<file path="src/rtl/adc_rd_pkg.sv">
package adc_rd_pkg;
  localparam int RES_W         = 8;
  localparam int HDR_BITS      = 3;
  localparam int FIRST_MSB_PER = HDR_BITS + 1;
  localparam int FIRST_LSB_PER = FIRST_MSB_PER + RES_W;
  localparam int LAST_PER      = FIRST_LSB_PER + RES_W - 2;
  localparam int PER_W         = $clog2(LAST_PER + 1);

  typedef enum logic [1:0] {
    ST_IDLE  = 2'd0,
    ST_FRAME = 2'd1,
    ST_GAP   = 2'd2
  } rd_state_t;
endpackage

</file>
<file path="src/rtl/adc_rd_sclk_gen.sv">
module adc_rd_sclk_gen #(
  parameter int HALF_DIV = 200
) (
  input  logic clk,
  input  logic rst,
  input  logic run,
  output logic sclk,
  output logic rise_pre,
  output logic fall_pre
);
  localparam int CNT_W = (HALF_DIV > 1) ? $clog2(HALF_DIV) : 1;
  localparam logic [CNT_W-1:0] TERM = CNT_W'(HALF_DIV - 1);

  logic [CNT_W-1:0] cnt;
  logic             term;

  assign term     = (cnt == TERM);
  assign rise_pre = run && term && !sclk;
  assign fall_pre = run && term && sclk;

  always_ff @(posedge clk) begin
    if (rst || !run) begin
      cnt  <= '0;
      sclk <= 1'b0;
    end else if (term) begin
      cnt  <= '0;
      sclk <= ~sclk;
    end else begin
      cnt  <= cnt + 1'b1;
    end
  end
endmodule

</file>
<file path="src/rtl/adc_rd_frame_ctrl.sv">
module adc_rd_frame_ctrl
  import adc_rd_pkg::*;
#(
  parameter int CS_GAP = 25
) (
  input  logic             clk,
  input  logic             rst,
  input  logic             req_valid,
  input  logic             req_chan,
  input  logic             req_diff,
  input  logic             fall_pre,
  output logic             req_ready,
  output logic             cs_n,
  output logic             din,
  output logic             run,
  output logic             done,
  output logic [PER_W-1:0] per
);
  localparam int GAP_W = $clog2(CS_GAP + 1);
  localparam logic [GAP_W-1:0] GAP_LAST = GAP_W'(CS_GAP - 1);
  localparam logic [PER_W-1:0] PER_END  = PER_W'(LAST_PER);

  rd_state_t        state;
  logic [GAP_W-1:0] gap_cnt;
  logic             chan_q;
  logic             diff_q;
  logic [PER_W-1:0] per_nxt;
  logic             din_nxt;

  assign req_ready = (state == ST_IDLE);
  assign run       = (state == ST_FRAME);
  assign done      = run && fall_pre && (per == PER_END);
  assign per_nxt   = per + 1'b1;

  always_comb begin
    case (per_nxt)
      PER_W'(1): din_nxt = ~diff_q;
      PER_W'(2): din_nxt = chan_q;
      default:   din_nxt = 1'b0;
    endcase
  end

  always_ff @(posedge clk) begin
    if (rst) begin
      state   <= ST_IDLE;
      cs_n    <= 1'b1;
      din     <= 1'b0;
      per     <= '0;
      gap_cnt <= '0;
      chan_q  <= 1'b0;
      diff_q  <= 1'b0;
    end else begin
      case (state)
        ST_IDLE: begin
          if (req_valid) begin
            state  <= ST_FRAME;
            cs_n   <= 1'b0;
            din    <= 1'b1;
            per    <= '0;
            chan_q <= req_chan;
            diff_q <= req_diff;
          end
        end
        ST_FRAME: begin
          if (fall_pre) begin
            if (per == PER_END) begin
              state   <= ST_GAP;
              cs_n    <= 1'b1;
              din     <= 1'b0;
              gap_cnt <= '0;
            end else begin
              per <= per_nxt;
              din <= din_nxt;
            end
          end
        end
        ST_GAP: begin
          gap_cnt <= gap_cnt + 1'b1;
          if (gap_cnt == GAP_LAST) state <= ST_IDLE;
        end
        default: state <= ST_IDLE;
      endcase
    end
  end
endmodule

</file>
<file path="src/rtl/adc_rd_rx_capture.sv">
module adc_rd_rx_capture
  import adc_rd_pkg::*;
(
  input  logic             clk,
  input  logic             rst,
  input  logic             rise_pre,
  input  logic             done,
  input  logic [PER_W-1:0] per,
  input  logic             sdo,
  output logic             rsp_valid,
  output logic [RES_W-1:0] rsp_data,
  output logic             rsp_mismatch
);
  localparam logic [PER_W-1:0] MSB_LO = PER_W'(FIRST_MSB_PER);
  localparam logic [PER_W-1:0] LSB_LO = PER_W'(FIRST_LSB_PER);

  logic [RES_W-1:0] msb_sr;
  logic [RES_W-2:0] lsb_sr;
  logic             in_msb;
  logic             in_lsb;
  logic [RES_W-2:0] diff_bits;

  assign in_msb = (per >= MSB_LO) && (per < LSB_LO);
  assign in_lsb = (per >= LSB_LO);

  for (genvar i = 0; i < RES_W - 1; i++) begin : g_cmp
    assign diff_bits[i] = msb_sr[i+1] ^ lsb_sr[i];
  end

  always_ff @(posedge clk) begin
    if (rst) begin
      msb_sr       <= '0;
      lsb_sr       <= '0;
      rsp_valid    <= 1'b0;
      rsp_data     <= '0;
      rsp_mismatch <= 1'b0;
    end else begin
      rsp_valid <= done;
      if (rise_pre && in_msb) msb_sr <= {msb_sr[RES_W-2:0], sdo};
      if (rise_pre && in_lsb) lsb_sr <= {sdo, lsb_sr[RES_W-2:1]};
      if (done) begin
        rsp_data     <= msb_sr;
        rsp_mismatch <= |diff_bits;
      end
    end
  end
endmodule

</file>
<file path="src/rtl/adc_serial_reader.sv">
module adc_serial_reader
  import adc_rd_pkg::*;
#(
  parameter int HALF_DIV = 200,
  parameter int CS_GAP   = 25
) (
  input  logic             clk,
  input  logic             rst,
  input  logic             req_valid,
  output logic             req_ready,
  input  logic             req_chan,
  input  logic             req_diff,
  output logic             rsp_valid,
  output logic [RES_W-1:0] rsp_data,
  output logic             rsp_mismatch,
  output logic             conv_cs_n,
  output logic             conv_sclk,
  output logic             conv_din,
  input  logic             conv_dout
);
  logic             run;
  logic             rise_pre;
  logic             fall_pre;
  logic             done;
  logic [PER_W-1:0] per;

  adc_rd_sclk_gen #(.HALF_DIV(HALF_DIV)) u_sclk (
    .clk      (clk),
    .rst      (rst),
    .run      (run),
    .sclk     (conv_sclk),
    .rise_pre (rise_pre),
    .fall_pre (fall_pre)
  );

  adc_rd_frame_ctrl #(.CS_GAP(CS_GAP)) u_ctrl (
    .clk       (clk),
    .rst       (rst),
    .req_valid (req_valid),
    .req_chan  (req_chan),
    .req_diff  (req_diff),
    .fall_pre  (fall_pre),
    .req_ready (req_ready),
    .cs_n      (conv_cs_n),
    .din       (conv_din),
    .run       (run),
    .done      (done),
    .per       (per)
  );

  adc_rd_rx_capture u_rx (
    .clk          (clk),
    .rst          (rst),
    .rise_pre     (rise_pre),
    .done         (done),
    .per          (per),
    .sdo          (conv_dout),
    .rsp_valid    (rsp_valid),
    .rsp_data     (rsp_data),
    .rsp_mismatch (rsp_mismatch)
  );
endmodule

</file>
<file path="config.mk">
export PLATFORM = sky130hd
export DESIGN_NAME = adc_serial_reader
export DESIGN_NICKNAME = d
export VERILOG_FILES = /design/src/rtl/adc_rd_pkg.sv /design/src/rtl/adc_rd_sclk_gen.sv /design/src/rtl/adc_rd_frame_ctrl.sv /design/src/rtl/adc_rd_rx_capture.sv /design/src/rtl/adc_serial_reader.sv
export SDC_FILE = /design/constraint.sdc
export NUM_CORES = 1
export LEC_CHECK = 0
export ABC_AREA = 1
export BUFFER_PORTS_ARGS = -buffer_cell sky130_fd_sc_hd__buf_4
export CAP_MARGIN = 20
export CORE_ASPECT_RATIO = 1.75
export CORE_MARGIN = 2
export CORE_UTILIZATION = 40
export CTS_CLUSTER_DIAMETER = 80
export DETAILED_ROUTE_END_ITERATION = 7
export HOLD_SLACK_MARGIN = 0.02
export SKIP_CTS_REPAIR_TIMING = 1
export SLEW_MARGIN = 25
export SYNTH_ARGS = -nofsm -noshare
export SYNTH_HDL_FRONTEND = slang
export SYNTH_SLANG_ARGS = --single-unit
</file>
<file path="constraint.sdc">
create_clock -name clk -period 1.6 [get_ports clk]
set_clock_uncertainty 0.15 [all_clocks]
set_input_delay 0.24 -clock clk [delete_from_list [all_inputs] [get_ports clk]]
set_output_delay 0.24 -clock clk [all_outputs]
set_load 0.02 [all_outputs]
</file>
* Word level (Yosys, flattened, before mapping)
Index checks and enable logic that the tools add are counted.
Storage, ports and cells: bits in registers 50, input bits 6, output and inout bits 14
Operators by class: add/sub/neg operators 3, $lt $le $gt $ge 3, equal/unequal tests 12, muxes and demuxes 21, bitwise gates (word level) 9, reduce and logical (&&, ||, !) cells 22
Operator list (number):
- 5-bit two-way mux | 5
- 5-bit case mux with 2 select lines | 2
- 4-bit AND reduction | 3
- 5-bit by 1-bit adder with 5-bit output, second input constant | 2
- 5-bit equality test, second input constant | 2
- 8-bit by 1-bit adder with 8-bit output, second input constant | 1
- 8-bit equality test, second input constant | 1
- 1-bit logical AND | 8
- 2-bit two-way mux | 4
- 7-bit OR reduction | 1
- 1-bit bitwise XOR | 7
- 1-bit two-way mux | 6
- 2-bit != test, second input constant | 3
- 1-bit case mux with 2 select lines | 3
- 2-bit case mux with 3 select lines | 1
- 3-bit AND reduction | 2
- 5-bit by 1-bit equality test with 1-bit output, second input constant | 1
- 5-bit by 2-bit equality test with 1-bit output, second input constant | 1
- 5-bit by 3-bit >= comparator with 1-bit output, second input constant | 1
- 5-bit by 4-bit >= comparator with 1-bit output, second input constant | 1
- 5-bit by 4-bit < comparator with 1-bit output, second input constant | 1
- 2-bit by 1-bit != test with 1-bit output, second input constant | 2
- 2-bit nonzero test | 2
- 2-bit by 1-bit equality test with 1-bit output, second input constant | 1
- 7 further kinds | 9

* Logic depth before layout (Yosys ltp)
depth after elaboration 6, depth in mapped cells 11

* Cells and area by module
Synthesis repeated with hierarchy kept, for this count alone.
Unflattened totals: cells, all modules 335, area total of the unflattened synthesis 2374.8 um^2
Modules (own cells, without submodules):
- adc_rd_rx_capture | times used 1, cells an instance 151, area an instance 1052.3 um^2, sequential area each 500.5 um^2
- adc_rd_frame_ctrl | times used 1, cells an instance 120, area an instance 879.6 um^2, sequential area each 320.3 um^2
- adc_rd_sclk_gen | times used 1, cells an instance 64, area an instance 442.9 um^2, sequential area each 180.2 um^2

* Worst setup path after synthesis
Ideal clock, no wire load.
path type reg-to-reg, start point register u_ctrl.state[0], end point register u_ctrl.per[0], arrival 1374 ps, path slack -37 ps, stages on the path, launching flop included 8, path through dfxtp_1 inv_1 ha_1 nand2_1 o21ai_2 nand3_2 a21oi_1 nor2_1
On the way: elaborated cells on any way between the ends 10, classes of those cells eq/ne: 4; mux: 1; reduce/logical: 5
RTL lines:
- start: declaration | RTL line adc_rd_frame_ctrl.sv:23 | rd_state_t state;
- start signal: assignment | RTL line adc_rd_frame_ctrl.sv:45 | state <= ST_IDLE;
- start signal: assignment | RTL line adc_rd_frame_ctrl.sv:56 | state <= ST_FRAME;
- start signal: assignment | RTL line adc_rd_frame_ctrl.sv:67 | state <= ST_GAP;
- 2-bit logical NOT *
- net req_ready | RTL line adc_serial_reader.sv:10 | output logic req_ready,
- 2-bit != test (no line) / 2-bit nonzero test (equally long branches)
- 4-bit AND reduction (no line)
- end signal: assignment | RTL line adc_rd_frame_ctrl.sv:72 | per <= per_nxt;
- end: declaration | RTL line adc_rd_frame_ctrl.sv:17 | output logic [PER_W-1:0] per
The timed path passes the listed nets; every way through them passes the cells marked *. A chain may end at the register's enable or synchronous reset.

* Worst setup path in the final report
start point register u_sclk.cnt[1], end point register u_rx.rsp_data[7]
On the way: longest elaborated chain between the ends 5
RTL lines:
- start: declaration | RTL line adc_rd_sclk_gen.sv:14 | logic [CNT_W-1:0] cnt;
- start signal: assignment | RTL line adc_rd_sclk_gen.sv:29 | cnt <= cnt + 1'b1;
- 8-bit equality test | RTL line adc_rd_sclk_gen.sv:17 | assign term = (cnt == TERM);
- 1-bit logical AND (2 in series) | RTL line adc_rd_sclk_gen.sv:19 | assign fall_pre = run && term && sclk;
- 1-bit logical AND (2 in series) | RTL line adc_rd_frame_ctrl.sv:32 | assign done = run && fall_pre && (per == PER_END);
- end signal: assignment | RTL line adc_rd_rx_capture.sv:42 | rsp_data <= msb_sr;
- end: declaration | RTL line adc_rd_rx_capture.sv:11 | output logic [RES_W-1:0] rsp_data,
Every way passes these cells.

==> reports/metrics.yaml <==
num_rows: 38
avgSynthCellArea_um2: 7.218
grt_usage: 0.1571
totalPowerFinal_mw: 3.959
crit_arrival_ns: 1.74
synth.distinct_cells: 32
drive_gt1_frac: 0.2732
ys_top_cells_by_area: "dfxtp_1 (40%), nand2_1 (12%), nor2_1 (8.9%)"
vdd_ir_drop_max_mv: 0.6036
slew_headroom: 0.7381
ctsHtreeMaxLevel: 2
die_w_um: 64.08
finalMaxSlewViolations: 0
hold_class: "input port to flip-flop"
num_vias: 2283
area_delta_synth_final_pct: 29.02
maxCapViolCount: 0
synth_edf_count: 0
synth_compound_area_frac: 0.08024
synthMuxAreaShare: 0
synth_xor_area_frac: 0.02427
hpwl_um: 3939
start_util: 0.4119
tightestPinTransition_ns: 0.3924
power_leakage_nw: 1.551
layout.cells.non_filler: 479
dp.cells: 459
antennaDiodeCount: 0
finalNetCount: 414
yosysTopAreaCell: "dfxtp_1"
portBuffers: 19
rsz0062_at_grt: "true"
grt_pass1_vias: 1981
clk_latency_ns: 0.30
yosys_warnings: 0
clockBufferDepth: 2
ant_nets: 0
yosys.area_share.simple: 0.3502
postSynthCellCount: 350
first_pass_iters: 4
synth_top_area_share: 0.3962
synth_seq_cells: 50
setup_ws_ns: -0.05150
hold_viol: 0
io_pins: 20
synth_top_family_by_area: "simple AND/OR/NAND/NOR gates"
min_period_over_period: 1.032
async_flop_share: 0
place_ws_ns: -0.1023
die_area_mm2: 0.006993
drc_errors: 0
synth-adder-area-share: 0.04953
grt-ovfl-total: 0
fillers: 598
grt_pass1_wl_um: 8631
outcome: "finished with violations"
cp.required_ns: 1.69
path_max_fanout: 4
cts_buffers: 5
coreArea_mm2: 0.006133
max_freq_mhz: 605.5
cts_sinks: 50
wl_per_cell_um: 12.02
endpoint_kind: "flip-flop"
syn-num-nets: 366
place_congestion: 0.8302
fin_crit_ns: 1.651
syn_area_mm2: 0.002526
crit_path_start_kind: "flip-flop"
power_density_mw_per_mm2: 1215
violations: "setup timing"
seq_area_frac_synth: 0.3962
grt_max_degree: 25
path_clk_slew_ns: 0.09
antenna_found_initial: 0
drt_wl_total_um: 5758
dr.first_iter.drc_count: 67
setup_viol: 10
critPathKind: "flip-flop to flip-flop"
cts_root_buf: "clkbuf_8"
synth_ff_type: "dfxtp_1"
cts_tree: "yes"
die_h_um: 109.1
vias_per_cell: 4.766
-- cells in the final DEF, fill, tap and decap left out --
cell type	instances
dfxtp_2	4
nor3_2	1
nand2_1	73
xor2_1	5
nand4_1	13
o21ai_0	3
inv_6	1
inv_4	1
and3_1	1
nand3_4	2
clkbuf_16	2
nor2_2	6
a21oi_1	19
clkbuf_8	6
clkinv_4	1
nor2_4	2
clkinvlp_4	1
xnor2_1	2
nand3_2	2
nand2_4	3
nor2_1	56
nand3_1	14
nand4_4	4
buf_4	45
ha_4	3
nand2_2	8
nor3_1	5
o21ai_2	8
dfxtp_1	46
ha_1	7
inv_1	42
inv_2	2
or2_2	1
buf_12	2
o21ai_4	2
a21oi_2	2
o21ai_1	2
nor3b_1	2
-- layer usage --
metal	track usage	part of all wire	vias to the layer above
met2	0.3110	0.58	16
met1	0.1588	0.39	1058
met4	0.06056	0.015	0
met3	0.02580	0.016	5
met5	0	0	-
li1	-	-	1204
-- flip-flops by register name, indices dropped and copies added, names as in the netlist --
name / cells
u_ctrl.cs_n: 1
u_rx.msb_sr: 8
u_sclk.cnt: 8
u_rx.rsp_data: 8
u_ctrl.diff_q: 1
u_ctrl.chan_q: 1
u_ctrl.state: 2
u_ctrl.gap_cnt: 5
u_ctrl.din: 1
u_ctrl.per: 5
u_rx.lsb_sr: 7
u_sclk.sclk: 1
u_rx.rsp_valid: 1
u_rx.rsp_mismatch: 1
-- where the power goes --
group / internal (mW) / switching (mW) / total [mW]
Clock: 0.357 / 0.435 / 0.791
Sequential: 1.38 / 0.120 / 1.50
Combinational: 0.718 / 0.947 / 1.66
Total: 2.46 / 1.50 / 3.96
-- worst max-delay path: stages (launching register included) --
cell	delay, ns
dfxtp_2	0.37
ha_4	0.15
nand2_4	0.06
nor2_4	0.14
nand3_4	0.11
nor2_4	0.26
clkbuf_16	0.20
o21ai_2	0.05
a21oi_1	0.11
-- per-stage QoR --
stage                     instance area [um2]  TNS [ns]  utilization  hold slack (ns)
after floorplan                          2529         0            -           0.2249
after global placement                   2860   -0.6022       0.4663           0.3048
after detailed placement                 2860   -0.9739       0.4663           0.3136
after CTS                                2959    -1.277       0.4825          0.01943
after global routing                     3259    -2.417       0.5314          0.03304
final                                    3259   -0.3445       0.5314          0.02220
-- layout make-up --
| type | instances | area (um2) | area share |
|---|---|---|---|
| inverters | 46 | 180.2 | 0.05528 |
| multi-input cells | 246 | 1446 | 0.4438 |
| well taps | 80 | 100.1 | 0.03071 |
| clock buffers | 6 | 82.58 | 0.02534 |
| flip-flops and latches | 50 | 1006 | 0.3086 |
| repair buffers | 49 | 427.9 | 0.1313 |
| clock inverters | 2 | 16.27 | 0.004990 |
-- synthesized netlist by cell type, types with 3 or more instances --
| cell type | count |
|---|---|
| inv_1 | 44 |
| xor2_1 | 5 |
| clkbuf_1 | 3 |
| nand3_1 | 15 |
| a21oi_1 | 20 |
| nand4_1 | 13 |
| nor3_1 | 5 |
| nand3_2 | 3 |
| nand2_2 | 4 |
| ha_1 | 10 |
| buf_6 | 4 |
| o21ai_0 | 12 |
| nand2_1 | 79 |
| nor2_1 | 60 |
| dfxtp_1 | 50 |
-- cell families (layout without fill, tap and decap cells) --
kind of cell / count (synthesis) / in the layout
AND/OR/NAND/NOR: 191 / 193
buffers and inverters: 56 / 103
XOR/XNOR: 7 / 7
AO/OA/AOI/OAI: 36 / 36
adder cells (fa/ha/maj): 10 / 10
flip-flops: 50 / 50
-- final timing paths --
check | slack (ns) | from | cells after the start | end
max | -0.05 | u_sclk.cnt[1] | 8 | u_rx.rsp_data[7]
min | 0.02 | conv_dout | 3 | u_rx.lsb_sr[6]
max reg2reg | -0.05 | u_sclk.cnt[1] | 8 | u_rx.rsp_data[7]
min reg2reg | 0.33 | u_rx.msb_sr[0] | 2 | u_rx.rsp_data[0]
Note: power is estimated with default switching activity, not from simulation.
